==> src/rtl/ctl_setup_pkg.sv <==
package ctl_setup_pkg;

    localparam int unsigned SETUP_BYTES = 8;
    localparam int unsigned BYTE_W      = 8;

    typedef struct packed {
        logic irq;
        logic tog;
    } top_state_t;

    typedef struct packed {
        logic ack;
        logic hs_valid;
        logic hs_ack;
    } stat_state_t;

endpackage

==> src/rtl/ctl_setup_buf.sv <==
module ctl_setup_buf #(
    parameter int unsigned BYTES = 8,
    parameter int unsigned DW    = 8
) (
    input  logic          clk,
    input  logic          rst_n,
    input  logic          start,
    input  logic          wr_en,
    input  logic [DW-1:0] wr_data,
    input  logic          rd_en,
    output logic [DW-1:0] rd_data,
    output logic          done
);

    localparam int unsigned PW = (BYTES > 1) ? $clog2(BYTES) : 1;
    localparam int unsigned CW = $clog2(BYTES + 1);

    typedef struct packed {
        logic [BYTES-1:0][DW-1:0] mem;
        logic [CW-1:0]            wcnt;
        logic [PW-1:0]            rp;
        logic                     active;
    } buf_t;

    buf_t buf_d, buf_q;

    always_comb begin
        buf_d = buf_q;
        done  = 1'b0;
        if (start) begin
            buf_d.wcnt   = '0;
            buf_d.active = 1'b1;
        end else if (wr_en && buf_q.active) begin
            buf_d.mem[buf_q.wcnt[PW-1:0]] = wr_data;
            buf_d.wcnt = buf_q.wcnt + 1'b1;
            if (buf_q.wcnt == CW'(BYTES - 1)) begin
                buf_d.active = 1'b0;
                done         = 1'b1;
            end
        end
        if (rd_en) begin
            buf_d.rp = (buf_q.rp == PW'(BYTES - 1)) ? '0 : buf_q.rp + 1'b1;
        end
        if (done) begin
            buf_d.rp = '0;
        end
    end

    always_ff @(posedge clk) begin
        if (!rst_n) begin
            buf_q <= '0;
        end else begin
            buf_q <= buf_d;
        end
    end

    assign rd_data = buf_q.mem[buf_q.rp];

    // a completed SETUP restarts the read sequence at byte 0
    assert_rdptr_restart_R7: assert property (@(posedge clk) disable iff (!rst_n)
        done |=> (buf_q.rp == '0));

    // once full and not restarted, stored bytes never move
    assert_full_frozen_R9: assert property (@(posedge clk) disable iff (!rst_n)
        (!buf_q.active && !start) |=> $stable(buf_q.mem));

    // a read with no completion advances the pointer by one (mod BYTES)
    assert_rd_advance_R3: assert property (@(posedge clk) disable iff (!rst_n)
        (rd_en && !done && buf_q.rp != PW'(BYTES - 1)) |=> (buf_q.rp == $past(buf_q.rp) + 1'b1));

endmodule

==> src/rtl/ctl_setup_status.sv <==
module ctl_setup_status
    import ctl_setup_pkg::*;
(
    input  logic clk,
    input  logic rst_n,
    input  logic tok,
    input  logic ack_set,
    input  logic cancel,
    output logic ack_pending,
    output logic hs_valid,
    output logic hs_ack,
    output logic hs_nak
);

    stat_state_t st_d, st_q;

    always_comb begin
        st_d          = st_q;
        st_d.hs_valid = tok;
        st_d.hs_ack   = tok && st_q.ack;
        if (tok && st_q.ack) begin
            st_d.ack = 1'b0;
        end
        if (ack_set) begin
            st_d.ack = 1'b1;
        end
        if (cancel) begin
            st_d.ack = 1'b0;
        end
    end

    always_ff @(posedge clk) begin
        if (!rst_n) begin
            st_q <= '0;
        end else begin
            st_q <= st_d;
        end
    end

    assign ack_pending = st_q.ack;
    assign hs_valid    = st_q.hs_valid;
    assign hs_ack      = st_q.hs_valid && st_q.hs_ack;
    assign hs_nak      = st_q.hs_valid && !st_q.hs_ack;

    // no acknowledge armed -> NAK next cycle
    assert_nak_unarmed_R5: assert property (@(posedge clk) disable iff (!rst_n)
        (tok && !st_q.ack) |=> (hs_valid && hs_nak));

    // an acknowledged token consumes the armed bit
    assert_ack_selfclear_R6: assert property (@(posedge clk) disable iff (!rst_n)
        (tok && st_q.ack && !ack_set) |=> (hs_ack && !ack_pending));

    // exactly one handshake kind when valid, none otherwise
    assert_hs_exclusive_R10: assert property (@(posedge clk) disable iff (!rst_n)
        hs_valid ? ($countones({hs_ack, hs_nak}) == 1) : ({hs_ack, hs_nak} == 2'b00));

endmodule

==> src/rtl/ctl_setup_stage.sv <==
module ctl_setup_stage
    import ctl_setup_pkg::*;
#(
    parameter int unsigned BYTES = SETUP_BYTES,
    parameter int unsigned DW    = BYTE_W
) (
    input  logic          clk,
    input  logic          rst_n,
    input  logic          rx_setup_start,
    input  logic          rx_valid,
    input  logic [DW-1:0] rx_byte,
    input  logic          stat_tok,
    input  logic          fw_rd,
    output logic [DW-1:0] fw_rd_data,
    input  logic          fw_irq_clr,
    input  logic          fw_ack_set,
    output logic          setup_irq,
    output logic          ack_pending,
    output logic          hs_valid,
    output logic          hs_ack,
    output logic          hs_nak,
    output logic          ep0_tog_force
);

    logic       setup_done;
    top_state_t top_d, top_q;

    ctl_setup_buf #(
        .BYTES (BYTES),
        .DW    (DW)
    ) u_buf (
        .clk     (clk),
        .rst_n   (rst_n),
        .start   (rx_setup_start),
        .wr_en   (rx_valid),
        .wr_data (rx_byte),
        .rd_en   (fw_rd),
        .rd_data (fw_rd_data),
        .done    (setup_done)
    );

    ctl_setup_status u_stat (
        .clk         (clk),
        .rst_n       (rst_n),
        .tok         (stat_tok),
        .ack_set     (fw_ack_set),
        .cancel      (setup_done),
        .ack_pending (ack_pending),
        .hs_valid    (hs_valid),
        .hs_ack      (hs_ack),
        .hs_nak      (hs_nak)
    );

    always_comb begin
        top_d     = top_q;
        top_d.tog = setup_done;
        if (fw_irq_clr) begin
            top_d.irq = 1'b0;
        end
        if (setup_done) begin
            top_d.irq = 1'b1;
        end
    end

    always_ff @(posedge clk) begin
        if (!rst_n) begin
            top_q <= '0;
        end else begin
            top_q <= top_d;
        end
    end

    assign setup_irq     = top_q.irq;
    assign ep0_tog_force = top_q.tog;

    // completed payload raises the interrupt bit
    assert_irq_on_done_R2: assert property (@(posedge clk) disable iff (!rst_n)
        setup_done |=> setup_irq);

    // a clear with no completion drops the bit
    assert_irq_clear_R4: assert property (@(posedge clk) disable iff (!rst_n)
        (fw_irq_clr && !setup_done) |=> !setup_irq);

    // toggle force is a single-cycle pulse
    assert_tog_pulse_R8: assert property (@(posedge clk) disable iff (!rst_n)
        ep0_tog_force |=> !ep0_tog_force);

    // completion cancels a pending acknowledge
    assert_cancel_ack_R7: assert property (@(posedge clk) disable iff (!rst_n)
        setup_done |=> !ack_pending);

endmodule

==> config.mk <==
export PLATFORM = sky130hd
export DESIGN_NAME = ctl_setup_stage
export DESIGN_NICKNAME = d
export VERILOG_FILES = /design/src/rtl/ctl_setup_pkg.sv /design/src/rtl/ctl_setup_buf.sv /design/src/rtl/ctl_setup_status.sv /design/src/rtl/ctl_setup_stage.sv
export SDC_FILE = /design/constraint.sdc
export NUM_CORES = 1
export LEC_CHECK = 0
export BUFFER_PORTS_ARGS = -buffer_cell sky130_fd_sc_hd__buf_4
export CAP_MARGIN = 20
export CORE_MARGIN = 8
export CORE_UTILIZATION = 49
export DETAILED_ROUTE_END_ITERATION = 10
export PLACE_DENSITY_LB_ADDON = 0.05
export SLEW_MARGIN = 20
export SYNTH_ARGS = -nofsm -noshare
export SYNTH_HDL_FRONTEND = slang
export SYNTH_SLANG_ARGS = --single-unit
==> constraint.sdc <==
create_clock -name clk -period 1.9 [get_ports clk]
set_clock_uncertainty 0.2 [all_clocks]
set_input_delay 0.095 -clock clk [delete_from_list [all_inputs] [get_ports clk]]
set_output_delay 0.095 -clock clk [all_outputs]
set_load 0.01 [all_outputs]
* Word-level counts from Yosys, hierarchy flattened
Cells that the tools add are included.
Storage, ports and cells: register bits 77, logic and storage cells 55
Operators by class: $add $sub $neg 2, order comparisons 3, equal/unequal tests 2, mux-type cells 16, bitwise operators 2, reduce and logical (&&, ||, !) cells 14
Operators by type and width (number):
- $bwmux 64 | 1
- $bmux 8 s3 | 1
- $demux 8 s3 | 1
- $mux 8 | 2
- $mux 1 | 10
- $lt 3x4->1 const B | 2
- $reduce_bool 2->1 | 4
- $logic_and 1x1->1 | 5
- $add 4x1->4 const B | 1
- $eq 4x3->1 const B | 1
- $reduce_and 2->1 | 2
- $reduce_or 2->1 | 2
- $add 3x1->3 const B | 1
- $eq 3x3->1 const B | 1
- $ge 3x1->1 const B | 1
- $mux 3 | 1
- $not 1->1 | 2
- $logic_not 1->1 | 1

* Depth between registers and ports, before layout
Gate-level depths: netlist of the first run.
depth in word-level cells 5, gate-level depth with buffers 5

* Modules after synthesis
From an unflattened synthesis of the first run, not the netlist that was laid out.
Unflattened totals: cell total of the unflattened synthesis 307, area total of the unflattened synthesis 3338.2 µm²
By module, submodules not included:
- ctl_setup_buf | times used 1, cells an instance 292, area an instance 3164.3 µm², sequential area each 1441.4 µm²
- ctl_setup_status | times used 1, cells an instance 10, area an instance 106.4 µm², sequential area each 60.1 µm²
- ctl_setup_stage | times used 1, cells an instance 5, area an instance 67.6 µm², sequential area each 40.0 µm²

* Least setup slack after synthesis of the first run
OpenSTA, ideal clock, no wires.
path kind register to output, start point reg u_buf.buf_q[1] in the netlist's numbering, end point out fw_rd_data[0], arrival time 1.372 ns, required time 1.605 ns, slack 0.233 ns, stages on the path, launching flop included 5, path through dfxtp_1 > buf_6 > buf_12 > mux4_2 > mux2_4
Between the ends: word-level cells in the longest chain between the ends 2
RTL lines:
- start: declaration | line ctl_setup_buf.sv:25 | buf_t buf_d, buf_q;
- start signal: assignment | line ctl_setup_buf.sv:53 | buf_q <= buf_d;
- $bmux 8 s3 | line ctl_setup_buf.sv:57 | assign rd_data = buf_q.mem[buf_q.rp];
- $mux 8 (implied by the code) | line ctl_setup_buf.sv:57
- end: declaration | line ctl_setup_stage.sv:14 | output logic [DW-1:0] fw_rd_data,
No other way between the ends. The select of a mux whose other input is x is not followed.

* Final worst setup path of the first run
start point reg u_buf.buf_q[1] in the netlist's numbering, end point out fw_rd_data[3]
The elaborated chain is that of the path after synthesis.

==> impl_metrics.toml, run 1 <==
[outcome]
status = "finished with violations"
failed_checks = "negative setup slack"

[final_layout]
synthToLayoutAreaGrowth_pct = 22.9
diodes = 0
n_fill_cell = 578
fin_area_um2 = 4210
layout-drive-gt1-share_pct = 25.7
fin_nets = 380

[sta]
fin_crit_ns = 2.13
worst_pin_slew_ns = 0.423
finalHoldViolations = 0
slew_headroom_pct = 71.8
fin_setup_tns_ns = -1.70
worst_slack_ns = -0.233
period_share_pct = 112
setup_viol = 8
rsz0062_at_grt = "true"
max_freq_mhz = 469
slew_violations = 0

[synthesis]
synth_area_per_cell_um2 = 11.1
syn_area_um2 = 3430
synthFlopType = "dfxtp_1"
syn_inst = 310
synth_top_area_share_pct = 45.0
synth_top_cell_by_area = "dfxtp_1"
synth_seq_cells = 77
synth_nets = 329
netlist_top_cells_area = "dfxtp_1, mux2i_1, nand2_1"
ys_seq_area_share_pct = 45.0
yosys_warnings = 0
ys_async_sr_fraction_pct = 0
synth-edff-count = 0
synth.distinct_cells = 31

[flow_run]
maxCapViolCount = 0

[global_route]
grt-ovfl-total = 0
grt_pass1_vias = 2406
grt_use_total_pct = 16.8
antenna_found_initial = 0
grt_pass1_wl_um = 12800
grt_start_max_net_pins = 42

[route]
ant_nets = 0
drt-wirelength-per-cell_um = 17.6
drc = 0
wl_um = 8120
first_iter_violations = 138
first_pass_iters = 4
num_vias = 2464
vias_per_cell = 5.33

[critical_path]
cp.required_ns = 1.60
r2r_end = "u_buf.buf_q[3]"
ff2ff_setup_slack_ns = 0.14
reg2reg_depth = 7
arrival_ns = 1.84
cp-start-kind = "flop"
cp-end-kind = "output port"
critPathMaxStageDelay_ns = 0.49
crit_chain = "clkbuf_16, mux4_2, mux2_4, buf_6"
cp_max_fo = 4
cp_slowest_cell = "mux4_2"
crit_type = "flop to output port"
r2r_start = "u_buf.buf_q[1]"

[power]
intPower_mw = 2.45
p_switching_uw = 756
p_comb_share_pct = 8.5
p_seq_share_pct = 51.3
p_sw_share_pct = 23.6
vdd_drop_max_mv = 0.503
power_density_nw_per_um2 = 762
p_total_mw = 3.21
p_leak_nw = 1.77
clkPwrFrac_pct = 40.2

[clock_tree]
clk_latency_ns = 0.34
cts.sinks = 77
cts_root_buffer = "clkbuf_8"
cts-htree-levels = 3
cts_tree = "yes"
numCtsBuffers = 9
clock_path_buffers = 2
clkTransAtPathRegs_ns = 0.08

[placement]
postPlaceCellArea_um2 = 3780
hpwlAfterDp_um = 4980
gp_congestion = 0.715
port_buffers = 29

[hold_path]
hold_depth = 3
hp-class = "input port to flop"
hold_path_end = "u_buf.buf_q[14]"
hp-start = "rx_byte[6]"

[floorplan]
fp-row-count = 30
die_h_um = 99.6
die_area_um2 = 9920
coreArea_um2 = 6790
ios = 30
die-width_um = 99.6
start_util_pct = 50.4
sequential cells by signal, summed over array words and instances (netlist names):
signal	count
setup_irq	1
u_stat.hs_valid	1
ep0_tog_force	1
u_stat.st_q	1
u_buf.buf_q	72
u_stat.ack_pending	1
area by class of cell:
class | instances | area [um2] | area share (%)
clock inverter | 5 | 58.8 | 1.40
sequential | 77 | 1550 | 36.7
inverter | 1 | 3.75 | 0.0892
timing repair buffer | 62 | 596 | 14.1
clock buffer | 11 | 151 | 3.60
tap | 96 | 120 | 2.85
multi-input combinational | 210 | 1730 | 41.2
how the worst max path moves through the flow:
stage / from / end / slack (ns) / cells past startpoint
2_1_floorplan: u_buf.buf_q[1] / fw_rd_data[0] / 0.23 / 4
3_3_place_gp: u_buf.buf_q[1] / fw_rd_data[1] / 0.08 / 4
3_5_place_dp: u_buf.buf_q[1] / fw_rd_data[3] / 0.06 / 4
4_1_cts: u_buf.buf_q[1] / fw_rd_data[1] / -0.28 / 4
5_1_grt: u_buf.buf_q[1] / fw_rd_data[3] / -0.27 / 4
6_report: u_buf.buf_q[1] / fw_rd_data[3] / -0.23 / 4
timing repair:
action | in CTS | in global routing
endpoints found under the setup margin | 8 | 8
setup buffers | 1 | 1
pin swaps | 0 | 0
gates resized for setup | 6 | 13
cloned | 1 | 1
endpoints found under the hold margin | 31 | 0
hold buffers | 15 | 0
synthesized netlist by cell type, drive strengths merged, types with 3 or more instances:
cell	instances
mux2	8
mux4	16
and2	3
a21oi	3
dfxtp	77
nor2	12
ha	3
buf	13
clkbuf	9
nand2	76
mux2i	67
nand3	3
critical path, delay by kind of cell (launching register included):
| kind | cells | cell delay [ns] |
|---|---|---|
| muxes | 2 | 0.78 |
| buffers and inverters | 2 | 0.29 |
| DFF | 1 | 0.41 |
layer usage:
| metal | wire length [um] | vias up | GRT usage, % |
|---|---|---|---|
| met5 | 0 | - | 0 |
| met4 | 110 | 0 | 5.94 |
| met3 | 381 | 9 | 4.68 |
| met2 | 3600 | 64 | 25.8 |
| met1 | 4030 | 1219 | 21.8 |
| li1 | - | 1172 | - |
cell families (layout without fill, tap and decap cells):
logic type / after synthesis / in the layout / share of synthesized area, %
AND/OR/NAND/NOR: 108 / 108 / 14.2
adder cells (fa/ha/maj): 3 / 3 / 1.10
multiplexers: 91 / 91 / 34.5
XOR/XNOR: 2 / 2 / 0.511
flip-flops: 77 / 77 / 45.0
buffers and inverters: 23 / 79 / 3.80
AO/OA/AOI/OAI: 6 / 6 / 0.950
placed cells by master (no fill, tap or decap):
cell type | synthesis | final
nand2b_1 | 2 | 2
nand2_2 | 1 | 1
nor2_1 | 11 | 11
nand4b_4 | 1 | 1
dlygate4sd3_1 | 0 | 15
buf_4 | 1 | 35
nor2b_1 | 2 | 2
and3_1 | 2 | 2
nand3b_1 | 2 | 2
dfxtp_4 | 0 | 1
mux2i_1 | 67 | 67
buf_6 | 2 | 8
o21ai_0 | 2 | 2
buf_16 | 0 | 1
nand3_1 | 3 | 3
nand2_1 | 75 | 75
and4bb_2 | 1 | 1
or3_1 | 2 | 2
mux2_4 | 8 | 8
and2_1 | 3 | 3
mux4_2 | 8 | 16
buf_12 | 1 | 2
o21a_1 | 1 | 1
clkbuf_16 | 0 | 1
clkinv_4 | 0 | 1
clkinv_2 | 0 | 1
inv_1 | 1 | 1
clkinvlp_4 | 0 | 2
a21oi_1 | 3 | 3
dfxtp_1 | 77 | 76
xor2_1 | 2 | 2
nor3b_2 | 0 | 2
ha_1 | 3 | 3
bufinv_16 | 0 | 1
clkbuf_8 | 0 | 11
nor2_2 | 1 | 1
power by group through the flow:
| stage | sequential [mW] | combinational, mW | clock (mW) |
|---|---|---|---|
| 6_report | 1.64 | 0.273 | 1.29 |
| 5_1_grt | 1.65 | 0.295 | 1.39 |
| 4_1_cts | 1.64 | 0.258 | 1.31 |
| 3_5_place_dp | 1.68 | 0.216 | 0 |
| 3_3_place_gp | 1.68 | 0.214 | 0 |
| 2_1_floorplan | 1.67 | 0.138 | 0 |
stage by stage:
step	utilization, %	worst slack (ns)	std cells	hold WS, ns
4_1_cts	61.4	-0.284	460	0.0182
3_3_place_gp	55.6	0.0842	427	0.102
6_report	62.0	-0.233	462	0.0346
3_5_place_dp	55.6	0.0578	427	0.107
2_1_floorplan	-	0.233	310	0.0108
5_1_grt	62.0	-0.274	462	0.0331
No activity file was read; power rests on OpenSTA's default activity.
==> inputs of run 2 (changes only) <==
- SKIP_CTS_REPAIR_TIMING: default -> 1
==> run 2 against run 1 <==
Effect of this change: via count decreased by 2.6%; fmax about the same; critical endpoint unchanged; the run ends with negative hold slack, negative setup slack left; largest power group unchanged; final cell count decreased by 2.2%; largest cell class unchanged; total power decreased by 0.70%.
==> impl_metrics.toml, run 2 (synthesized netlist as in run 1, its figures left out) <==
[final_layout]
fin_nets = 370
synthToLayoutAreaGrowth_pct = 19.9
mostFrequentLayoutCell = "dfxtp_1"
n_fill_cell = 596
final_util_pct = 60.5
layout-drive-gt1-share_pct = 26.1
mostFrequentLayoutCells = "dfxtp_1, nand2_1, mux2i_1, buf_4, mux4_2"
regMostFlops = "u_buf.buf_q"
largest_register_ffs = 72
diodes = 0
final_cells = 452

[critical_path]
cp-end-kind = "output port"
cp.required_ns = 1.60
r2r_end = "u_buf.buf_q[46]"
crit_type = "flop to output port"
cp_slowest_cell = "mux4_2"
reg2reg_depth = 4
critPathMaxStageDelay_ns = 0.50
cp_max_fo = 5
ff2ff_setup_slack_ns = 0.23
cp_num_buf_inv = 2
r2r_start = "u_buf.buf_q[0]"
cp-start-kind = "flop"
crit_chain = "clkbuf_16, mux4_2, mux2_4, buf_6"
arrival_ns = 1.84
cp_top_family = "multiplexers"

[power]
p_leak_nw = 1.73
power_density_nw_per_um2 = 775
p_seq_share_pct = 51.6
p_switching_uw = 749
p_sw_share_pct = 23.5
clkPwrFrac_pct = 40.4
intPower_mw = 2.43
p_total_mw = 3.18
vdd_drop_max_mv = 0.501
p_comb_share_pct = 8.0

[clock_tree]
cts-htree-levels = 3
cts_tree = "yes"
cts.sinks = 77
numCtsBuffers = 9
cts_root_buffer = "clkbuf_8"
clock_path_buffers = 2
clk_latency_ns = 0.34
clkTransAtPathRegs_ns = 0.08

[hold_path]
hp-class = "input port to flop"
hold_depth = 3
hp-start = "rx_byte[3]"
hold_path_end = "u_buf.buf_q[11]"

[route]
wl_um = 7960
ant_nets = 0
vias_per_cell = 5.31
first_pass_iters = 4
num_vias = 2400
drc = 0
drt-wirelength-per-cell_um = 17.6
first_iter_violations = 137

[outcome]
status = "finished with violations"
failed_checks = "negative hold slack, negative setup slack"

[flow_run]
maxCapViolCount = 0

[placement]
hpwlAfterDp_um = 4980
port_buffers = 29
dp.cells = 427
gp_congestion = 0.715

[global_route]
grt_start_max_net_pins = 42
grt_pass1_vias = 2305
grt-ovfl-total = 0
grt_pass1_wl_um = 12200
grt_use_total_pct = 16.0
antenna_found_initial = 0

[sta]
finalHoldViolations = 13
fin_crit_ns = 2.13
slew_headroom_pct = 71.6
rsz0062_at_grt = "true"
max_freq_mhz = 469
setup_viol = 8
worst_pin_slew_ns = 0.427
whs_ns = -0.0292
period_share_pct = 112
worst_slack_ns = -0.232
slew_violations = 0

[floorplan]
die_area_um2 = 9920
ios = 30
die_h_um = 99.6
start_util_pct = 50.4
coreArea_um2 = 6790
fp-row-count = 30
die-width_um = 99.6
-- run 2: cell types whose count changed in the layout (fill, tap and decap cells not counted), sizes merged --
cell | before | now
clkbuf | 12 | 13
dlygate4sd3 | 15 | 6
buf | 46 | 44
-- run 2: layout make-up --
| class | count | area, um2 | share of cell area, % |
|---|---|---|---|
| Multi-Input combinational cell | 210 | 1730 | 42.2 |
| Sequential cell | 77 | 1550 | 37.6 |
| Timing Repair Buffer | 52 | 495 | 12.1 |
| Clock buffer | 11 | 151 | 3.68 |
| Tap cell | 96 | 120 | 2.92 |
| Clock inverter | 5 | 58.8 | 1.43 |
| Inverter | 1 | 3.75 | 0.0914 |
-- run 2: worst register-to-register path, stage by stage (launching register included) --
cell and delay, ns:
dfxtp_1 0.47, nand4b_4 0.19, or3_1 0.34, buf_4 0.21, mux2i_1 0.14
-- run 2: how the worst max path moves through the flow --
stage	start	endpoint	slack, ns	cells past startpoint
2_1_floorplan	u_buf.buf_q[1]	fw_rd_data[0]	0.23	4
3_3_place_gp	u_buf.buf_q[1]	fw_rd_data[1]	0.08	4
3_5_place_dp	u_buf.buf_q[1]	fw_rd_data[3]	0.06	4
4_1_cts	u_buf.buf_q[1]	fw_rd_data[3]	-0.32	4
5_1_grt	u_buf.buf_q[1]	fw_rd_data[7]	-0.27	4
6_report	u_buf.buf_q[1]	fw_rd_data[3]	-0.23	4
-- run 2: power groups by stage --
| stage | Sequential, mW | Combinational (mW) | Clock, mW |
|---|---|---|---|
| after global placement | 1.68 | 0.214 | 0 |
| after floorplan | 1.67 | 0.138 | 0 |
| after detailed placement | 1.68 | 0.216 | 0 |
| after CTS | 1.64 | 0.216 | 1.31 |
| after global routing | 1.64 | 0.274 | 1.39 |
| final | 1.64 | 0.254 | 1.29 |
-- run 2: routing by layer --
metal / track usage [%] / share of wire [%] / vias to the layer above
li1: - / - / 1147
met3: 4.33 / 4.2 / 5
met4: 5.70 / 1.1 / 0
met2: 24.5 / 44 / 46
met5: 0 / 0 / -
met1: 21.1 / 51 / 1202
-- run 2: metrics by stage --
step	setup TNS, ns	setup WS, ns	cell area, um2
3_5_place_dp	0	0.0578	3780
4_1_cts	-2.43	-0.324	3990
5_1_grt	-2.08	-0.267	4110
6_report	-1.74	-0.232	4110
3_3_place_gp	0	0.0842	3780
2_1_floorplan	0	0.233	3430
